## config.mk

```make
export PLATFORM = sky130hd
export DESIGN_NAME = pdm_mic_rx
export DESIGN_NICKNAME = d
export VERILOG_FILES = /design/src/rtl/pdm_rx_pkg.sv /design/src/rtl/pdm_clkgen.sv /design/src/rtl/pdm_capture.sv /design/src/rtl/pdm_mic_rx.sv
export SDC_FILE = /design/constraint.sdc
export NUM_CORES = 1
export LEC_CHECK = 0
export ABC_AREA = 1
export CORE_MARGIN = 2
export CORE_UTILIZATION = 52
export DETAILED_ROUTE_END_ITERATION = 7
export GPL_TIMING_DRIVEN = 1
export PLACE_DENSITY_LB_ADDON = 0.08
export SYNTH_ARGS = -nofsm -noshare
export SYNTH_HDL_FRONTEND = slang
export SYNTH_SLANG_ARGS = --single-unit
```

## constraint.sdc

```tcl
create_clock -name clk_i -period 3.3 [get_ports clk_i]
set_clock_uncertainty 0.05 [all_clocks]
set_input_delay 0.99 -clock clk_i [delete_from_list [all_inputs] [get_ports clk_i]]
set_output_delay 0.99 -clock clk_i [all_outputs]
set_load 0.03 [all_outputs]
```

## src/rtl/pdm_rx_pkg.sv

```systemverilog
package pdm_rx_pkg;
  typedef enum logic [1:0] {
    PH_RISE_FALL = 2'd0,
    PH_MIDH_MIDL = 2'd1,
    PH_FALL_RISE = 2'd2,
    PH_MIDL_MIDH = 2'd3
  } latch_phase_e;

  typedef logic [1:0] rate_sel_t;

  localparam rate_sel_t RATE_RESET = 2'd2;
endpackage

```

## src/rtl/pdm_clkgen.sv

```systemverilog
module pdm_clkgen
  import pdm_rx_pkg::*;
#(
  parameter int unsigned DIV0 = 6,
  parameter int unsigned DIV1 = 8,
  parameter int unsigned DIV2 = 12,
  parameter int unsigned DIV3 = 24,
  parameter int unsigned CW   = 5
) (
  input  logic       clk_i,
  input  logic       rst_ni,
  input  logic [1:0] rate_i,
  input  logic [1:0] phase_i,
  output logic       mic_clk_o,
  output logic       smp_l_o,
  output logic       smp_r_o,
  output logic       end_o
);

  function automatic logic [CW-1:0] div_of(input rate_sel_t r);
    case (r)
      2'd0:    div_of = CW'(DIV0);
      2'd1:    div_of = CW'(DIV1);
      2'd2:    div_of = CW'(DIV2);
      default: div_of = CW'(DIV3);
    endcase
  endfunction

  logic [CW-1:0] cnt_q, cnt_d;
  rate_sel_t     rate_q, rate_d;
  latch_phase_e  phase_q, phase_d;
  logic          mic_q, mic_d;
  logic [CW-1:0] div_cur, half_cur, quart_cur, div_nxt;
  logic [CW-1:0] pt_l, pt_r;
  logic          last;

  always_comb begin
    div_cur   = div_of(rate_q);
    half_cur  = div_cur >> 1;
    quart_cur = half_cur >> 1;
    last      = (cnt_q == div_cur - CW'(1));
    case (phase_q)
      PH_RISE_FALL: begin pt_l = '0;                   pt_r = half_cur;             end
      PH_MIDH_MIDL: begin pt_l = quart_cur;            pt_r = half_cur + quart_cur; end
      PH_FALL_RISE: begin pt_l = half_cur;             pt_r = '0;                   end
      default:      begin pt_l = half_cur + quart_cur; pt_r = quart_cur;            end
    endcase
  end

  always_comb begin
    rate_d  = rate_q;
    phase_d = phase_q;
    cnt_d   = cnt_q + CW'(1);
    if (last) begin
      cnt_d   = '0;
      rate_d  = rate_i;
      phase_d = latch_phase_e'(phase_i);
    end
    div_nxt = div_of(rate_d);
    mic_d   = (cnt_d < (div_nxt >> 1));
  end

  always_ff @(posedge clk_i or negedge rst_ni) begin
    if (!rst_ni) begin
      cnt_q   <= CW'(DIV2 - 1);
      rate_q  <= RATE_RESET;
      phase_q <= PH_RISE_FALL;
      mic_q   <= 1'b0;
    end else begin
      cnt_q   <= cnt_d;
      rate_q  <= rate_d;
      phase_q <= phase_d;
      mic_q   <= mic_d;
    end
  end

  assign mic_clk_o = mic_q;
  assign smp_l_o   = (cnt_q == pt_l);
  assign smp_r_o   = (cnt_q == pt_r);
  assign end_o     = last;

  p_cfg_hold_r3: assert property (@(posedge clk_i) disable iff (!rst_ni)
    !end_o |=> ($stable(rate_q) && $stable(phase_q)));

  p_high_min_r3: assert property (@(posedge clk_i) disable iff (!rst_ni)
    $rose(mic_q) |=> mic_q ##1 mic_q);

  p_low_min_r3: assert property (@(posedge clk_i) disable iff (!rst_ni)
    $fell(mic_q) |=> !mic_q ##1 !mic_q);

  p_points_apart_r4: assert property (@(posedge clk_i) disable iff (!rst_ni)
    !(smp_l_o && smp_r_o));

endmodule

```

## src/rtl/pdm_capture.sv

```systemverilog
module pdm_capture (
  input  logic clk_i,
  input  logic rst_ni,
  input  logic dat_i,
  input  logic smp_l_i,
  input  logic smp_r_i,
  input  logic end_i,
  input  logic mono_i,
  output logic left_o,
  output logic right_o,
  output logic valid_o
);

  logic lcap_q, lcap_d, rcap_q, rcap_d;
  logic out_l_q, out_l_d, out_r_q, out_r_d;
  logic vld_q, vld_d, primed_q, primed_d;

  always_comb begin
    lcap_d   = smp_l_i ? dat_i : lcap_q;
    rcap_d   = smp_r_i ? dat_i : rcap_q;
    out_l_d  = out_l_q;
    out_r_d  = out_r_q;
    vld_d    = 1'b0;
    primed_d = primed_q | end_i;
    if (end_i && primed_q) begin
      out_l_d = lcap_q;
      out_r_d = mono_i ? lcap_q : rcap_q;
      vld_d   = 1'b1;
    end
  end

  always_ff @(posedge clk_i or negedge rst_ni) begin
    if (!rst_ni) begin
      lcap_q   <= 1'b0;
      rcap_q   <= 1'b0;
      out_l_q  <= 1'b0;
      out_r_q  <= 1'b0;
      vld_q    <= 1'b0;
      primed_q <= 1'b0;
    end else begin
      lcap_q   <= lcap_d;
      rcap_q   <= rcap_d;
      out_l_q  <= out_l_d;
      out_r_q  <= out_r_d;
      vld_q    <= vld_d;
      primed_q <= primed_d;
    end
  end

  assign left_o  = out_l_q;
  assign right_o = out_r_q;
  assign valid_o = vld_q;

  p_mono_copy_r8: assert property (@(posedge clk_i) disable iff (!rst_ni)
    (valid_o && $past(mono_i)) |-> (right_o == left_o));

  p_valid_pulse_r9: assert property (@(posedge clk_i) disable iff (!rst_ni)
    valid_o |=> !valid_o);

  p_valid_at_end_r9: assert property (@(posedge clk_i) disable iff (!rst_ni)
    valid_o |-> $past(end_i));

endmodule

```

## src/rtl/pdm_mic_rx.sv

```systemverilog
module pdm_mic_rx #(
  parameter int unsigned DIV0 = 6,
  parameter int unsigned DIV1 = 8,
  parameter int unsigned DIV2 = 12,
  parameter int unsigned DIV3 = 24
) (
  input  logic       clk_i,
  input  logic       rst_ni,
  input  logic [1:0] cfg_rate_i,
  input  logic [1:0] cfg_phase_i,
  input  logic       cfg_mono_i,
  input  logic       mic_dat_i,
  output logic       mic_clk_o,
  output logic       pcm_left_o,
  output logic       pcm_right_o,
  output logic       pcm_valid_o
);

  localparam int unsigned DMAX01 = (DIV0 > DIV1) ? DIV0 : DIV1;
  localparam int unsigned DMAX23 = (DIV2 > DIV3) ? DIV2 : DIV3;
  localparam int unsigned DMAX   = (DMAX01 > DMAX23) ? DMAX01 : DMAX23;
  localparam int unsigned CW     = $clog2(DMAX + 1);

  logic smp_l, smp_r, per_end;

  pdm_clkgen #(
    .DIV0(DIV0), .DIV1(DIV1), .DIV2(DIV2), .DIV3(DIV3), .CW(CW)
  ) u_clkgen (
    .clk_i     (clk_i),
    .rst_ni    (rst_ni),
    .rate_i    (cfg_rate_i),
    .phase_i   (cfg_phase_i),
    .mic_clk_o (mic_clk_o),
    .smp_l_o   (smp_l),
    .smp_r_o   (smp_r),
    .end_o     (per_end)
  );

  pdm_capture u_capture (
    .clk_i   (clk_i),
    .rst_ni  (rst_ni),
    .dat_i   (mic_dat_i),
    .smp_l_i (smp_l),
    .smp_r_i (smp_r),
    .end_i   (per_end),
    .mono_i  (cfg_mono_i),
    .left_o  (pcm_left_o),
    .right_o (pcm_right_o),
    .valid_o (pcm_valid_o)
  );

  p_strobe_on_rise_r9: assert property (@(posedge clk_i) disable iff (!rst_ni)
    pcm_valid_o |-> $rose(mic_clk_o));

endmodule

```

==> results.yml, run 1 <==
logic_synthesis:
  synth_top_area_share_pct: 23.3
  synthTopCellsByArea: "dfrtp_1 (23%), nand2_1 (18%), ha_1 (11%)"
  ys_warn_count: 0
  synth_cell_type_count: 27
  synth_area_leader_cell: "dfrtp_1"
  synth-main-ff-cell: "dfrtp_1"
  synth.most_common_cell: "nand2_1"
  synthesis.area_um2: 1290
  async_flop_share_pct: 100
  synth_area_per_cell_um2: 6.97
  synth_commonest_cells: "nand2_1 (61), inv_1 (23), nand3_1 (13), nor2_1 (13), dfrtp_1 (12)"
  ys_seq_elements: 16
  synth_edf_count: 0
  yosysSeqAreaShare_pct: 31.4
  syn_inst: 185
  syn_nets: 204
worst_setup_path:
  end_kind: "register"
  worstPathMaxFanout: 12
  timing.rr.end: "u_clkgen.mic_clk_o"
  worstSetupStartpoint: "u_clkgen.rate_q[1]"
  critPathLaunchType: "register"
  cp.arrival_ns: 2.83
  crit_type: "reg2reg"
  r2r-start: "u_clkgen.rate_q[1]"
  cp_data_required_time_ns: 3.47
  endpoint: "u_clkgen.mic_clk_o"
  worst-r2r-cell-count: 14
  reg2reg_slack_ns: 0.64
route:
  wl_mm: 2.63
  drc_errors: 0
  drtIter0Drc: 25
  first_pass_iters: 4
  antenna_left: 0
  wl_per_cell_um: 11.6
  via_per_inst: 5.09
  via_count: 1151
cts:
  cts_sinks: 16
  cts_made_buffers: 3
  cts_setup_buffers: 0
  cts_tree: "yes"
  max-clock-path-buffers: 2
  clkSlewWorstSetupHoldPaths_ns: 0.09
  root_buffer: "clkbuf_4"
  clock_latency_ns: 0.28
  cts_max_level: 1
  cts_hold_buffers: 0
  postCtsResizedCells: 0
sta:
  maxSlewHeadroom_pct: 50.9
  period_share_pct: 80.6
  drv_slew: 0
  finalHoldViolCount: 0
  finalSetupViolations: 0
  setup_tns_ns: 0
  worstMarginPinSlew_ns: 0.734
  rsz0062_at_grt: "false"
  fin_crit_ns: 2.66
  fmax_ghz: 0.376
global_routing:
  grt_max_degree: 17
  grt_remaining_overflow: 0
  grt_pass1_vias: 1056
  antenna_found_initial: 0
  grt_pass1_wl_mm: 4.46
  track_usage_pct: 21.2
floorplan:
  num_rows: 18
  die_area_um2: 2890
  initial_core_util_pct: 53.5
  die_height_um: 53.8
  core_um2: 2410
  die_w_um: 53.8
  design.portCount: 12
final_layout:
  fillCellCount: 241
  drive_gt1_share_pct: 13.3
  area_growth_syn_to_layout_pct: 11.1
  final_util_pct: 59.4
  diodes: 0
  fin_nets: 216
outcome:
  status: "complete, no violations"
place:
  gp_congestion: 0.913
  hpwl_mm: 2.11
  io_buffer_count: 11
min_path:
  hp-class: "reg2reg"
run:
  maxCapViolCount: 0
## area by class of cell
cell class              count  area [µm²]  area share (%)
multi-input cells         137         748            52.2
flip-flops and latches     16         405            28.3
repair buffers             11         110            7.69
inverters                  28         105            7.34
well taps                  30        37.5            2.62
clock buffers               4        26.3            1.83
## stage by stage
| step | area [µm²] | cells | hold WS, ns | setup slack, ns |
|---|---|---|---|---|
| final | 1430 | 226 | 0.422 | 0.641 |
| after floorplan | 1290 | 185 | 0.382 | 0.928 |
| after CTS | 1430 | 226 | 0.424 | 0.644 |
| after global routing | 1430 | 226 | 0.444 | 0.326 |
| after global placement | 1410 | 222 | 0.401 | 0.748 |
| after detailed placement | 1410 | 222 | 0.401 | 0.668 |
## state kept, by name (all words and copies together), names as in the netlist
signal and flops:
u_capture.left_o 1, u_clkgen.cnt_q 5, u_clkgen.mic_clk_o 1, u_clkgen.rate_q 2, u_clkgen.phase_q 2, u_capture.valid_o 1, u_capture.right_o 1, u_capture.rcap_q 1
u_capture.primed_q 1, u_capture.lcap_q 1
## critical path: stages (launching register included)
cell      delay (ns)
dfstp_2         0.57
inv_1           0.09
ha_1            0.30
nand2_1         0.11
nand2_1         0.06
nor2_2          0.15
nand3_2         0.26
nand2_1         0.12
nand2_1         0.09
inv_1           0.09
nor2_1          0.05
ha_1            0.28
a21oi_1         0.18
o211ai_2        0.09
a21oi_2         0.10
## layer usage
metal / up-vias / part of all wire, % / GRT usage (%)
met5: - / 0 / 0
met4: 0 / 0.53 / 4.70
met3: 2 / 3.4 / 5.28
met2: 19 / 49 / 37.6
met1: 523 / 47 / 25.5
li1: 607 / - / -
## worst min path at each step
stage	from	end	slack [ns]	cells after the start
floorplan	u_capture.primed_q	u_capture.primed_q	0.38	2
global placement	u_capture.primed_q	u_capture.primed_q	0.40	2
detailed placement	u_capture.primed_q	u_capture.primed_q	0.40	2
CTS	u_capture.primed_q	u_capture.primed_q	0.42	2
global route	u_capture.primed_q	u_capture.primed_q	0.44	2
finish	u_capture.primed_q	u_capture.primed_q	0.42	2
## placed cells by master (no fill, tap or decap), types with 4 or more instances in the layout
| cell | synthesis | layout |
|---|---|---|
| nand2_1 | 61 | 61 |
| inv_1 | 23 | 23 |
| nor2_1 | 13 | 13 |
| nand3_1 | 13 | 13 |
| dfrtp_1 | 12 | 12 |
| ha_1 | 11 | 11 |
| clkdlybuf4s50_1 | 0 | 11 |
| o21ai_0 | 7 | 7 |
| nand4_1 | 6 | 6 |
| inv_2 | 5 | 5 |
| nor2_2 | 5 | 5 |
| a21oi_1 | 4 | 4 |
| dfstp_2 | 4 | 4 |
## cell families (layout without fill, tap and decap cells)
group                    after synthesis  after routing  share of synthesized area, %
buffers and inverters                 32             43                          10.6
AND/OR/NAND/NOR                      105            105                          36.8
adder cells (fa/ha/maj)               11             11                          10.7
XOR/XNOR                               2              2                          1.36
AO/OA/AOI/OAI                         19             19                          9.21
flip-flops                            16             16                          31.4
Power of run 1 is not shown: default switching activity piles up to over one toggle a cycle in this logic, so the estimate is an artifact.
==> run 2, diff against run 1 <==
Settings changed: CORE_UTILIZATION 52 to 51.
Clock period 3.3 ns to 2.25 ns, I/O delays scaled along.
==> run 2 against run 1 <==
  * The run now ends with negative setup slack left
  * Global-route usage increased by 2.6 points
  * Count of clock-buffer cells in the layout unchanged
  * Register-to-register slack got worse by 0.69 ns
  * Die area increased by 1.8%
  * Sequential cell count unchanged
  * Final area increased by 21%
==> results.yml, run 2 (same netlist as run 1, synthesis figures left out) <==
cts:
  cts_hold_buffers: 0
  cts_tree: "yes"
  cts_max_level: 1
  cts_made_buffers: 3
  cts_sinks: 16
  clkSlewWorstSetupHoldPaths_ns: 0.10
  clock_latency_ns: 0.29
  max-clock-path-buffers: 2
  root_buffer: "clkbuf_4"
global_routing:
  antenna_found_initial: 0
  grt_max_degree: 17
  grt_remaining_overflow: 0
  track_usage_pct: 23.7
  grt_pass1_vias: 1203
  grt_pass1_wl_mm: 5.01
sta:
  fin_crit_ns: 2.30
  period_share_pct: 102
  fmax_ghz: 0.434
  finalSetupViolations: 1
  rsz0062_at_grt: "true"
  finalHoldViolCount: 0
  worst_slack_ns: -0.0529
  maxSlewHeadroom_pct: 70.1
  worstMarginPinSlew_ns: 0.444
  drv_slew: 0
worst_setup_path:
  cp_data_required_time_ns: 2.43
  critPathLaunchType: "register"
  crit_type: "reg2reg"
  worstPathMaxFanout: 5
  end_kind: "register"
  reg2reg_slack_ns: -0.05
  cp.arrival_ns: 2.48
final_layout:
  final_cell_mix: "nand2_1 (55), buf_4 (23), inv_1 (21)"
  fin_nets: 240
  diodes: 0
  final_common_cell: "nand2_1"
  multiInputGateArea_um2: 855
  reg.largest.list: "u_clkgen.cnt_q x5, u_clkgen.phase_q x2, u_clkgen.rate_q x2"
  largest_reg_flops: 5
  top_register: "u_clkgen.cnt_q"
  drive_gt1_share_pct: 32.7
  area_growth_syn_to_layout_pct: 34.3
  layout.area.seq_um2: 405
  fillCellCount: 188
  stdcell_area_um2: 1730
place:
  placed_area_um2: 1530
  gp_congestion: 0.882
  hpwl_mm: 2.30
  io_buffer_count: 11
floorplan:
  core_um2: 2430
  initial_core_util_pct: 53.0
  design.portCount: 12
  die_w_um: 54.3
  num_rows: 18
  die_height_um: 54.3
  die_area_um2: 2950
route:
  via_count: 1268
  via_per_inst: 5.07
  antenna_left: 0
  drtIter0Drc: 19
  wl_per_cell_um: 12.4
  drc_errors: 0
  first_pass_iters: 4
  wl_mm: 3.09
min_path:
  hp-class: "reg2reg"
run:
  maxCapViolCount: 0
outcome:
  status: "finished with violations"
  failed_checks: "negative setup slack"
[run 2: stage by stage]
stage | setup TNS [ns] | hold WS [ns] | util [%] | std cells | worst slack (ns)
final | -0.0529 | 0.431 | 71.2 | 250 | -0.0529
after global placement | 0 | 0.395 | 62.8 | 236 | 0.0232
after floorplan | -0.0979 | 0.329 | - | 185 | -0.0979
after global routing | -0.219 | 0.459 | 71.2 | 250 | -0.219
after CTS | -0.0355 | 0.435 | 68.7 | 249 | -0.0355
after detailed placement | -0.0485 | 0.399 | 62.8 | 236 | -0.0485
[run 2: final cells by class]
cell class | count | area share (%)
tap | 30 | 2.17
clock buffer | 4 | 2.09
multi-input combinational | 137 | 49.3
inverter | 28 | 6.07
timing repair buffer | 35 | 17.0
sequential | 16 | 23.4
[run 2: final timing paths]
check,startpoint,cells after the start,endpoint
min reg2reg,u_capture.primed_q,2,u_capture.primed_q
min,u_capture.primed_q,2,u_capture.primed_q
max reg2reg,u_clkgen.rate_q[1],14,u_clkgen.mic_clk_o
max,u_clkgen.rate_q[1],14,u_clkgen.mic_clk_o
min in group asynchronous,rst_ni,2,u_clkgen.phase_q[0]
max in group asynchronous,rst_ni,2,u_clkgen.cnt_q[1]
[run 2: repair_timing]
action / CTS / global route
gates resized for setup: 8 / 15
endpoints found under the setup margin: 1 / 3
pin swaps: 8 / 10
buffers inserted: 9 / 1
[run 2: critical path, stage by stage (launching register included)]
cell and delay [ns]:
dfstp_2 0.62, inv_2 0.07, ha_4 0.16, nand2_2 0.07, nand2_2 0.06, nor2_4 0.15
nand3_4 0.12, nand2_2 0.10, nand2_2 0.06, inv_2 0.07, nor2_2 0.04, ha_1 0.30
a21oi_2 0.17, o211ai_2 0.11, a21oi_2 0.10
[run 2: routing by layer]
metal	part of all wire [%]	wire (µm)	GRT usage, %
met1	41	1260	26.8
met2	54	1670	45.2
met3	4.0	124	3.28
met4	0.97	30	7.50
met5	0	0	0
Power of run 2 is left out for the same reason.
